[src/rtl/ptw_pkg.sv]
package ptw_pkg;

    localparam int WORD_W  = 32;
    localparam int FIELD_W = 16;
    localparam int STAGES  = 2;

    localparam logic [2:0] FN_TIMER    = 3'd4;
    localparam logic [7:0] SERVICE_KEY = 8'hA5;

    localparam int B_IRQ_EN = 8;
    localparam int B_CONT   = 10;
    localparam int B_RUN    = 12;
    localparam int B_WDOG   = 15;

    typedef enum logic [1:0] {
        SEL_MODE   = 2'd0,
        SEL_COUNT  = 2'd1,
        SEL_STATUS = 2'd2,
        SEL_NONE   = 2'd3
    } reg_sel_e;

    typedef struct packed {
        logic       wdog;
        logic       run;
        logic       cont;
        logic       irq_en;
        logic [2:0] func;
    } mode_t;

    typedef struct packed {
        logic [FIELD_W-1:0] presc;
        logic [FIELD_W-1:0] period;
    } count_t;

    function automatic logic [WORD_W-1:0] mode_to_word(input mode_t m);
        logic [WORD_W-1:0] w;
        w           = '0;
        w[2:0]      = m.func;
        w[B_IRQ_EN] = m.irq_en;
        w[B_CONT]   = m.cont;
        w[B_RUN]    = m.run;
        w[B_WDOG]   = m.wdog;
        return w;
    endfunction

    function automatic logic [WORD_W-1:0] merge_bytes(input logic [WORD_W-1:0] old_w,
                                                      input logic [WORD_W-1:0] new_w,
                                                      input logic [WORD_W/8-1:0] be);
        logic [WORD_W-1:0] w;
        w = old_w;
        for (int b = 0; b < WORD_W/8; b++) begin
            if (be[b]) w[b*8 +: 8] = new_w[b*8 +: 8];
        end
        return w;
    endfunction

endpackage

[src/rtl/ptw_tick_chain.sv]
module ptw_tick_chain #(
    parameter int W      = 16,
    parameter int STAGES = 2
) (
    input  logic                      clk,
    input  logic                      rst,
    input  logic                      run,
    input  logic                      restart,
    input  logic [STAGES-1:0][W-1:0]  limit,
    output logic                      done
);
    logic [STAGES:0] carry;
    assign carry[0] = 1'b1;

    for (genvar i = 0; i < STAGES; i++) begin : g_stage
        logic [W-1:0] cnt_q;
        logic         at_last;

        // limit of zero wraps to all-ones, giving 2**W steps
        assign at_last      = (cnt_q == limit[i] - W'(1));
        assign carry[i+1]   = carry[i] & at_last;

        always_ff @(posedge clk) begin
            if (rst || !run || restart) begin
                cnt_q <= '0;
            end else if (carry[i]) begin
                cnt_q <= at_last ? '0 : cnt_q + W'(1);
            end
        end
    end

    assign done = run & ~restart & carry[STAGES];
endmodule

[src/rtl/ptw_ctrl_regs.sv]
module ptw_ctrl_regs
    import ptw_pkg::*;
(
    input  logic              clk,
    input  logic              rst,
    input  logic              wr_mode,
    input  logic              wr_count,
    input  logic              wr_status,
    input  logic [3:0]        be,
    input  logic [WORD_W-1:0] wdata,
    input  logic              period_end,
    output mode_t             mode_q,
    output count_t            count_q,
    output logic [3:0]        status_q,
    output logic              restart,
    output logic              reset_req_o
);
    mode_t      mode_n;
    logic [3:0] status_n;
    logic       service;

    assign service = wr_mode && be[3] && (wdata[31:24] == SERVICE_KEY);
    assign restart = service || wr_count;

    always_comb begin
        mode_n = mode_q;
        if (period_end && (mode_q.wdog || !mode_q.cont)) mode_n.run = 1'b0;
        if (wr_mode && be[0]) mode_n.func = wdata[2:0];
        if (wr_mode && be[1]) begin
            mode_n.irq_en = wdata[B_IRQ_EN];
            mode_n.cont   = wdata[B_CONT];
            mode_n.run    = wdata[B_RUN];
            mode_n.wdog   = wdata[B_WDOG];
        end
    end

    always_comb begin
        status_n = status_q;
        if (wr_status && be[0]) status_n = status_n & ~wdata[3:0];
        if (period_end && !mode_q.wdog) status_n[0] = 1'b1;
    end

    always_ff @(posedge clk) begin
        if (rst) begin
            mode_q      <= '0;
            count_q     <= '0;
            status_q    <= '0;
            reset_req_o <= 1'b0;
        end else begin
            mode_q      <= mode_n;
            status_q    <= status_n;
            reset_req_o <= period_end && mode_q.wdog;
            if (wr_count) count_q <= count_t'(merge_bytes(WORD_W'(count_q), wdata, be));
        end
    end
endmodule

[src/rtl/ptw_timer_top.sv]
module ptw_timer_top
    import ptw_pkg::*;
(
    input  logic              clk,
    input  logic              rst,
    input  logic              bus_sel,
    input  logic              bus_wr,
    input  logic [1:0]        bus_addr,
    input  logic [3:0]        bus_be,
    input  logic [WORD_W-1:0] bus_wdata,
    output logic [WORD_W-1:0] bus_rdata,
    output logic              irq_o,
    output logic              reset_req_o
);
    mode_t      mode_q;
    count_t     count_q;
    logic [3:0] status_q;
    logic       restart;
    logic       period_end;
    logic       run;
    logic       wr_any;
    logic       wr_mode, wr_count, wr_status;
    logic       mode_hi_wr;
    reg_sel_e   sel;
    logic [STAGES-1:0][FIELD_W-1:0] limits;

    assign sel        = reg_sel_e'(bus_addr);
    assign wr_any     = bus_sel && bus_wr;
    assign wr_mode    = wr_any && (sel == SEL_MODE);
    assign wr_count   = wr_any && (sel == SEL_COUNT);
    assign wr_status  = wr_any && (sel == SEL_STATUS);
    assign mode_hi_wr = wr_mode && bus_be[1];

    assign run    = mode_q.run && (mode_q.func == FN_TIMER);
    assign limits = {count_q.period, count_q.presc};

    ptw_ctrl_regs u_regs (
        .clk         (clk),
        .rst         (rst),
        .wr_mode     (wr_mode),
        .wr_count    (wr_count),
        .wr_status   (wr_status),
        .be          (bus_be),
        .wdata       (bus_wdata),
        .period_end  (period_end),
        .mode_q      (mode_q),
        .count_q     (count_q),
        .status_q    (status_q),
        .restart     (restart),
        .reset_req_o (reset_req_o)
    );

    ptw_tick_chain #(.W(FIELD_W), .STAGES(STAGES)) u_chain (
        .clk     (clk),
        .rst     (rst),
        .run     (run),
        .restart (restart),
        .limit   (limits),
        .done    (period_end)
    );

    assign irq_o = mode_q.irq_en && !mode_q.wdog && (|status_q);

    always_comb begin
        case (sel)
            SEL_MODE:   bus_rdata = mode_to_word(mode_q);
            SEL_COUNT:  bus_rdata = WORD_W'(count_q);
            SEL_STATUS: bus_rdata = {{(WORD_W-4){1'b0}}, status_q};
            default:    bus_rdata = '0;
        endcase
    end
endmodule

[config.mk]
export PLATFORM = sky130hd
export DESIGN_NAME = ptw_timer_top
export DESIGN_NICKNAME = d
export VERILOG_FILES = /design/src/rtl/ptw_pkg.sv /design/src/rtl/ptw_tick_chain.sv /design/src/rtl/ptw_ctrl_regs.sv /design/src/rtl/ptw_timer_top.sv
export SDC_FILE = /design/constraint.sdc
export NUM_CORES = 1
export LEC_CHECK = 0
export ABC_AREA = 1
export CAP_MARGIN = 20
export CORE_AREA = 2 2 115 117
export CTS_CLUSTER_SIZE = 8
export DETAILED_ROUTE_END_ITERATION = 10
export DIE_AREA = 0 0 117 119
export GPL_TIMING_DRIVEN = 0
export PLACE_DENSITY = 0.66
export SLEW_MARGIN = 30
export SYNTH_ARGS = -nofsm -noshare
export SYNTH_HDL_FRONTEND = slang
export SYNTH_SLANG_ARGS = --single-unit
[constraint.sdc]
create_clock -name clk -period 3.2 [get_ports clk]
set_clock_uncertainty 0.15 [all_clocks]
set_input_delay 0.64 -clock clk [delete_from_list [all_inputs] [get_ports clk]]
set_output_delay 0.64 -clock clk [all_outputs]
set_load 0.01 [all_outputs]
After elaboration in Yosys (flattened, before gate mapping)
Index checks and enable logic that the tools add are counted.
{"block": "totals", "elab_cells": 67, "in_bits": 42, "ff_bits": 76}
{"block": "op_classes", "n_reduce_logical": 31, "muxes": 6, "n_eq_ne": 6, "addsub": 4, "bitwise": 6}
{"operator": "$pmux 32 s3", "count": 1}
{"operator": "$add 16x1->16 const B", "count": 2}
{"operator": "$eq 16x16->1", "count": 2}
{"operator": "$sub 16x1->16 const B", "count": 2}
{"operator": "$mux 16", "count": 1}
{"operator": "$logic_and 1x1->1", "count": 15}
{"operator": "$eq 8x8->1 const B", "count": 1}
{"operator": "$reduce_and 2->1", "count": 4}
{"operator": "$and 4x4->4", "count": 1}
{"operator": "$logic_or 1x1->1", "count": 4}
{"operator": "$not 4->4", "count": 1}
{"operator": "$reduce_bool 2->1", "count": 2}
{"operator": "$reduce_or 4->1", "count": 1}
{"operator": "$and 1x1->1", "count": 3}
{"operator": "$eq 3x3->1 const B", "count": 1}
{"operator": "$logic_not 1->1", "count": 3}
{"operator": "$mux 1", "count": 3}
{"operator": "$mux 3", "count": 1}
{"operator": "$eq 2x1->1 const B", "count": 1}
{"operator": "$eq 2x2->1 const B", "count": 1}
{"operator": "$logic_not 2->1", "count": 1}
{"operator": "$reduce_or 2->1", "count": 1}
{"operator": "$not 1->1", "count": 1}

Depth between registers and ports, before layout
Gate-level depths: netlist of the first run.
{"block": "logic_depth", "word_depth": 11, "depth_mapped": 16}

By module
A second synthesis of the first run with hierarchy kept.
{"block": "unflattened", "cells_unflattened": 888, "hier_area_um2": 5621.6}
{"module": "ptw_tick_chain", "seq_area_each_um2": 640.6, "cells_each": 585, "instances": 1, "area_each_um2": 3537.1}
{"module": "ptw_ctrl_regs", "seq_area_each_um2": 880.8, "cells_each": 209, "instances": 1, "area_each_um2": 1561.5}
{"module": "ptw_timer_top", "seq_area_each_um2": 0.0, "cells_each": 94, "instances": 1, "area_each_um2": 523.0}

Worst setup path before layout of the first run
No wires, ideal clock.
{"block": "synth_path", "path_type": "input to register", "startpoint": "in bus_addr[1]", "endpoint": "reg u_chain.g_stage[1].cnt_q[0]", "setup_time_ps": 128, "arrival_time_ps": 1902, "setup_slack_ps": 1020, "path_stages": 11, "cell_sequence": "nor2_1 -> inv_1 -> nor2_1 -> inv_1 -> nor3_1 -> nand2_1 -> nand2_1 -> nor2_1 -> inv_1 -> dlygate4sd1_1 -> a21oi_1"}
{"block": "synth_via", "elab_chain_cells": 6}
{"item": "from (decl)", "line_no": "ptw_timer_top.sv:8", "source": "input logic [1:0] bus_addr,"}
{"item": "$logic_not 2->1", "line_no": "ptw_timer_top.sv:29", "source": "assign wr_mode = wr_any && (sel == SEL_MODE);"}
{"item": "$logic_and 1x1->1", "line_no": "ptw_timer_top.sv:29"}
{"item": "$logic_and 1x1->1 (2 in series)", "line_no": "ptw_ctrl_regs.sv:22", "source": "assign service = wr_mode && be[3] && (wdata[31:24] == SERVICE_KEY);"}
{"item": "$logic_or 1x1->1 *", "line_no": "ptw_ctrl_regs.sv:23", "source": "assign restart = service || wr_count;"}
{"item": "$logic_or 1x1->1 *", "line_no": "ptw_tick_chain.sv:24", "source": "if (rst || !run || restart) begin"}
{"item": "to (signal assigned)", "line_no": "ptw_tick_chain.sv:27", "source": "cnt_q <= at_last ? '0 : cnt_q + W'(1);"}
{"item": "to (decl)", "line_no": "ptw_tick_chain.sv:16", "source": "logic [W-1:0] cnt_q;"}
Every way passes the cells marked *; elsewhere a longest branch is shown, timed or not.
A chain may end at the register's enable or synchronous reset.

Worst setup path after layout of the first run
{"block": "layout_path", "startpoint": "in bus_addr[0]", "endpoint": "out bus_rdata[27]"}
{"block": "layout_via", "elab_chain_cells": 2}
{"item": "$eq 2x2->1, or another cell as far along", "line_no": "ptw_timer_top.sv:65", "source": "case (sel)"}
{"item": "$pmux 32 s3 *", "line_no": "ptw_timer_top.sv:65"}
{"item": "to (decl)", "line_no": "ptw_timer_top.sv:11", "source": "output logic [WORD_W-1:0] bus_rdata,"}
Marks and branches as above.

==> flow_summary_export.csv, run 1 <==
group,metric,value,unit
run,max-cap-violations,0,
sta,fin_crit_sh,0.993,
sta,hold_ws,0.328,ns
hold_path,holdCritStartpoint,"u_chain.g_stage[0].cnt_q[0]",
floorplanning,rows,42,
clocking,hold_buffers,0,
worst_setup_path,cp.arrival,2.39,ns
logic_synthesis,ys_seq_area_frac,0.304,
grt,grt_pass1_vias,4751,
worst_setup_path,required,2.41,ns
pwr,ir_drop,0.000183,V
worst_setup_path,reg2regPathDepth,14,
detailed_routing,via_count,5234,
floorplanning,io_pins,76,
detailed_routing,viasPerCell,4.97,
pwr,leakagePower,2.62,nW
clocking,cts_sinks,76,
sta,worst_pin_slew,0.554,ns
floorplanning,dieArea,13900,sq um
worst_setup_path,end_kind,"primary output",
logic_synthesis,synth_top_family_by_area,"simple AND/OR/NAND/NOR gates",
logic_synthesis,synth_top_cell_area_share,0.304,
worst_setup_path,r2r-start,"u_regs.count_q[0]",
logic_synthesis,post-synth-top-count-cell,"nand2_1",
detailed_routing,drcViolationCount,0,
hold_path,worstHoldPathCells,1,
placed_design,dp_hpwl,11500,um
worst_setup_path,path_cells,"clkdlybuf4s50_1 > inv_1 > nor2_1 > inv_2 > buf_4 > nor2_1 > clkdlybuf4s50_1",
grt,track_usage,0.217,
worst_setup_path,cp_num_buf_inv,5,
logic_synthesis,ys_warn_count,0,
logic_synthesis,synth-seq-cells,76,
cells_and_area,fin_cells,1054,
sta,finalWorstSetupSlack,0.0233,ns
detailed_routing,wl,14500,um
logic_synthesis,yosys.cell_types.count,41,
sta,fin_crit,3.18,ns
logic_synthesis,synth_commonest_cells,"nand2_1, nor2_1, inv_1",
placed_design,placed_area,5980,sq um
grt,grt.met3_usage,0.0433,
hold_path,min_path_type,"reg -> reg",
detailed_routing,drtPass1Iterations,5,
worst_setup_path,r2r_end,"u_chain.g_stage[1].cnt_q[12]",
floorplanning,core_area,12900,sq um
detailed_routing,wire_per_inst,13.8,um
sta,maxSlewHeadroom,0.627,
sta,hold_viol_final,0,
clocking,numCtsBuffers,9,
logic_synthesis,syn_avg_cell_area,6.36,sq um
logic_synthesis,synth.area.top_cells,"dfxtp_1, nand2_1, nor2_1",
grt,grt_use_met2,0.310,
floorplanning,die_w,117,um
hold_path,holdPathEnd,"u_chain.g_stage[0].cnt_q[0]",
grt,grt_pass1_wl,23400,um
clocking,clkSlewWorstSetupHoldPaths,0.06,ns
placed_design,gp_congestion,0.921,
logic_synthesis,synth_cells,787,
floorplanning,start_util,0.389,
logic_synthesis,yosysTopAreaCell,"dfxtp_1",
clocking,insertion_delay,0.35,ns
logic_synthesis,synthFlopType,"dfxtp_1",
clocking,htreeDepth,3,
worst_setup_path,path_max_fanout,10,
worst_setup_path,worst_path_max_delay_cell,"clkdlybuf4s50_1",
placed_design,dpl_worst_slack,-0.211,ns
run_status,run_status,"finished, final reports clean",
logic_synthesis,synth-simple-area-share,0.394,
worst_setup_path,critPathMaxStageDelay,0.57,ns
pwr,power.density,381,nW/um^2
cells_and_area,n_antenna_cell,0,
logic_synthesis,syn_area,5000,sq um
clocking,cts_max_path_buffers,2,
grt,grt-busiest-layer,"met1",
logic_synthesis,synthXorXnorAreaFrac,0.0750,
sta,finalSetupViolations,0,
detailed_routing,drtAntennaViolNets,0,
grt,met1_usage,0.325,
cells_and_area,fin_nets,919,
cells_and_area,utilization,0.490,
cells_and_area,syn_to_final_growth,26.1,%
cells_and_area,seq_area,1520,sq um
placed_design,io_buffers,75,
grt,overflow,0,
logic_synthesis,synthArstFlopShare,0,
floorplanning,die_h,119,um
grt,antenna_found_initial,0,
logic_synthesis,synth_adder_area_share,0.0100,
logic_synthesis,synthMuxAreaShare,0,
sta,rsz0062_at_grt,"true",
logic_synthesis,syn_nets,833,
grt,grt_max_degree,14,
clocking,cts_tree,"yes",
cells_and_area,drive_above_1_share,0.0683,
sta,maxSlewViolCount,0,
logic_synthesis,synth_compound_gate_area_share,0.121,
worst_setup_path,crit_type,"in -> out",
clocking,cts_root_buf,"clkbuf_16",
sta,max_freq,0.315,GHz
cells_and_area,fillCellCount,1330,
worst_setup_path,start_kind,"primary input",
detailed_routing,drtIter0Drc,459,
cells_and_area,multi_input_area,3000,sq um
worst_setup_path,critical-path-top-delay-family,"buffers and inverters",
worst_setup_path,r2r_slack,0.54,ns
logic_synthesis,synth_edf_count,0,
cells_and_area,fin_area,6310,sq um
placed_design,placedCellCount,1038,
[worst max path at each step]
stage | start | endpoint | depth (start not counted)
2_1_floorplan | bus_addr[1] | u_chain.g_stage[1].cnt_q[0] | 11
3_3_place_gp | bus_addr[0] | bus_rdata[27] | 7
3_5_place_dp | bus_addr[0] | bus_rdata[27] | 7
4_1_cts | bus_addr[0] | bus_rdata[2] | 7
5_1_grt | bus_addr[0] | bus_rdata[27] | 7
6_report | bus_addr[0] | bus_rdata[27] | 7
[registers in the layout, summed over array words and instances, names as in the netlist]
name	flops
u_chain.g_stage.cnt_q	32
u_regs.count_q	32
u_regs.mode_q	7
u_regs.status_q	4
u_regs.reset_req_o	1
[per-layer routing]
metal  vias up  share of wire
met2       177           0.41
met1      2334           0.50
met3        13          0.072
met5         -              0
li1       2710              -
met4         0          0.015
[through the flow]
step | power, mW | setup TNS [ns]
6_report | 2.40 | 0
5_1_grt | 2.49 | -0.0671
4_1_cts | 2.40 | -0.00250
3_5_place_dp | 1.34 | -2.99
3_3_place_gp | 1.33 | -3.22
2_1_floorplan | 1.21 | 0
[final cells by class]
cell class / instances / share of cell area
Timing Repair Buffer: 75 / 0.121
Clock buffer: 11 / 0.0401
Buffer: 18 / 0.0169
Sequential cell: 76 / 0.241
Inverter: 103 / 0.0613
Tap cell: 176 / 0.0349
Clock inverter: 5 / 0.00932
Multi-Input combinational cell: 590 / 0.476
[what timing repair did]
item	in CTS	in global routing
resized for setup	6	8
endpoints found under the setup margin	30	27
buffers inserted	0	0
hold endpoints to repair	0	0
[worst reg2reg max path: cells and delay by family, from the launching register on]
| kind | cells | cell delay (ns) |
|---|---|---|
| simple gates | 10 | 1.42 |
| flops | 1 | 0.31 |
| fa+ha+maj | 1 | 0.27 |
| compound gates | 1 | 0.21 |
| buf+inv | 2 | 0.20 |
[placed cells by master, fill, tap and decap left out, drive strengths merged, types with 22 or more instances in the layout]
| cell type | count |
|---|---|
| o21ai | 50 |
| nor2 | 121 |
| nand3 | 65 |
| a21oi | 57 |
| clkdlybuf4s50 | 69 |
| nand2 | 181 |
| dfxtp | 76 |
| inv | 104 |
| clkbuf | 22 |
| xor2 | 22 |
[where the power goes]
group          switching [mW]  internal, mW
logic                   0.213         0.140
clock network           0.434         0.648
registers              0.0118         0.957
total                   0.658          1.75
[logic make-up (layout without fill, tap and decap cells)]
| family | after synthesis | count (layout) |
|---|---|---|
| flops | 76 | 76 |
| compound gates | 116 | 116 |
| xor+xnor | 42 | 42 |
| buf+inv | 121 | 212 |
| simple gates | 428 | 428 |
| fa+ha+maj | 4 | 4 |
No activity file was read; power rests on OpenSTA's default activity.
==> inputs of run 2 (changes only) <==
- CORE_AREA: 2 2 115 117 -> 2 2 105 107
- DIE_AREA: 0 0 117 119 -> 0 0 107 109
- PLACE_DENSITY: 0.66 -> 0.76
- clock period: 3.2 -> 4.11 ns (I/O delays scaled with it)
==> flow_summary_export.csv, run 2 (synthesis results as in run 1) <==
group,metric,value,unit
sta,fin_setup_tns,0,ns
worst_setup_path,start_kind,"primary input",
pwr,ir_drop,0.000176,V
sta,rsz0062_at_grt,"false",
clocking,htreeDepth,3,
sta,hold_viol_final,0,
floorplanning,core_area,10600,sq um
worst_setup_path,path_max_fanout,10,
cells_and_area,drive_above_1_share,0.0638,
detailed_routing,wl_met1,6480,um
pwr,p_sw,0.445,mW
placed_design,io_buffers,75,
run,max-cap-violations,0,
placed_design,gp_congestion,0.896,
worst_setup_path,endpoint,"bus_rdata[3]",
detailed_routing,drtPass1Iterations,5,
sta,fin_crit_sh,0.888,
worst_setup_path,cp-startpoint,"bus_addr[0]",
sta,finalWorstSetupSlack,0.460,ns
worst_setup_path,r2r_slack,1.44,ns
pwr,p_seq_frac,0.446,
detailed_routing,drtAntennaViolNets,0,
placed_design,dpl_worst_slack,0.485,ns
cells_and_area,reg_top3,"u_chain.g_stage.cnt_q: 32 flops, u_regs.count_q: 32 flops, u_regs.mode_q: 7 flops",
sta,maxSlewViolCount,0,
grt,grt_max_degree,13,
grt,track_usage,0.232,
floorplanning,die_h,109,um
pwr,leakagePower,2.49,nW
detailed_routing,dr_wl_met3,915,um
pwr,finalPower,1.69,mW
worst_setup_path,crit_type,"in -> out",
clocking,cts_resized,0,
worst_setup_path,required,3.14,ns
clocking,cts_root_buf,"clkbuf_8",
floorplanning,die_w,107,um
detailed_routing,drcViolationCount,0,
detailed_routing,wire_per_inst,12.9,um
worst_setup_path,cp.arrival,2.68,ns
detailed_routing,topRoutingLayerUsed,"met4",
run_status,run_status,"finished, final reports clean",
detailed_routing,drtIter0Drc,336,
cells_and_area,n_antenna_cell,0,
cells_and_area,final_common_cell,"nand2_1",
cells_and_area,syn_to_final_growth,23.2,%
grt,grt_pass1_vias,4545,
cells_and_area,final_cell_mix,"nand2_1, nor2_1, inv_1",
grt,antenna_found_initial,0,
pwr,p_sw_frac,0.264,
sta,fin_crit,3.65,ns
sta,finalSetupViolations,0,
clocking,clkSlewWorstSetupHoldPaths,0.08,ns
floorplanning,io_pins,76,
clocking,cts_setup_buffers,0,
detailed_routing,wl_met2,5580,um
clocking,numCtsBuffers,9,
worst_setup_path,r2r-start,"u_regs.count_q[0]",
clocking,cts_max_path_buffers,2,
sta,maxSlewHeadroom,0.646,
worst_setup_path,reg2regPathDepth,14,
worst_setup_path,r2r_end,"u_chain.g_stage[1].cnt_q[12]",
grt,grt_pass1_wl,21400,um
pwr,p_int,1.24,mW
floorplanning,dieArea,11700,sq um
hold_path,holdCritStartpoint,"u_regs.status_q[2]",
pwr,p_comb_frac,0.158,
detailed_routing,via_count,5197,
clocking,hold_buffers,0,
sta,worst_pin_slew,0.531,ns
grt,overflow,0,
detailed_routing,viasPerCell,5.11,
cells_and_area,fin_nets,919,
detailed_routing,wl,13100,um
floorplanning,start_util,0.472,
pwr,clkPwrFrac,0.396,
hold_path,min_path_type,"reg -> reg",
worst_setup_path,end_kind,"primary output",
clocking,cts_sinks,76,
pwr,power.density,274,nW/um^2
clocking,cts_tree,"yes",
sta,max_freq,0.274,GHz
clocking,insertion_delay,0.36,ns
floorplanning,rows,38,
placed_design,dp_hpwl,10500,um
-- run 2: worst min-delay path by stage --
stage                                  endpoint  slack (ns)  cells after the start
floorplan           u_chain.g_stage[0].cnt_q[0]        0.29                      1
global placement    u_chain.g_stage[0].cnt_q[0]        0.31                      1
detailed placement           u_regs.status_q[3]        0.31                      2
CTS                          u_regs.status_q[3]        0.33                      2
global route                 u_regs.status_q[3]        0.35                      2
finish                       u_regs.status_q[2]        0.33                      2
-- run 2: final cells by class --
cell class | instances | area [sq um]
Fill cell | 1028 | 4440
Buffer | 18 | 95.1
Timing Repair Buffer | 75 | 751
Sequential cell | 76 | 1520
Multi-Input combinational cell | 590 | 3000
Inverter | 103 | 387
Tap cell | 140 | 175
Clock inverter | 4 | 70.1
Clock buffer | 12 | 165
-- run 2: per-layer routing --
layer,vias to the layer above,global-route usage
met5,-,0
met4,0,0.0742
met3,11,0.0347
met2,170,0.347
met1,2306,0.343
li1,2710,-
-- run 2: metrics by stage --
stage               cell area [sq um]   util  hold WS [ns]  instances
CTS                              6170  0.582         0.328       1018
floorplan                        5000      -         0.289        787
global placement                 5930  0.559         0.307       1002
detailed placement               5930  0.559         0.315       1002
finish                           6170  0.582         0.328       1018
global route                     6170  0.582         0.352       1018
-- run 2: power groups by stage --
stage / logic (mW) / clock network, mW / registers, mW
finish: 0.267 / 0.668 / 0.753
CTS: 0.265 / 0.678 / 0.752
global route: 0.303 / 0.706 / 0.754
global placement: 0.262 / 0 / 0.770
floorplan: 0.177 / 0 / 0.768
detailed placement: 0.264 / 0 / 0.770
-- run 2: worst max-delay path: stages --
cell             delay, ns
clkdlybuf4s50_1       0.47
inv_1                 0.05
nor2_1                0.11
inv_1                 0.12
clkbuf_1              0.26
o21ai_0               0.26
clkdlybuf4s50_1       0.57
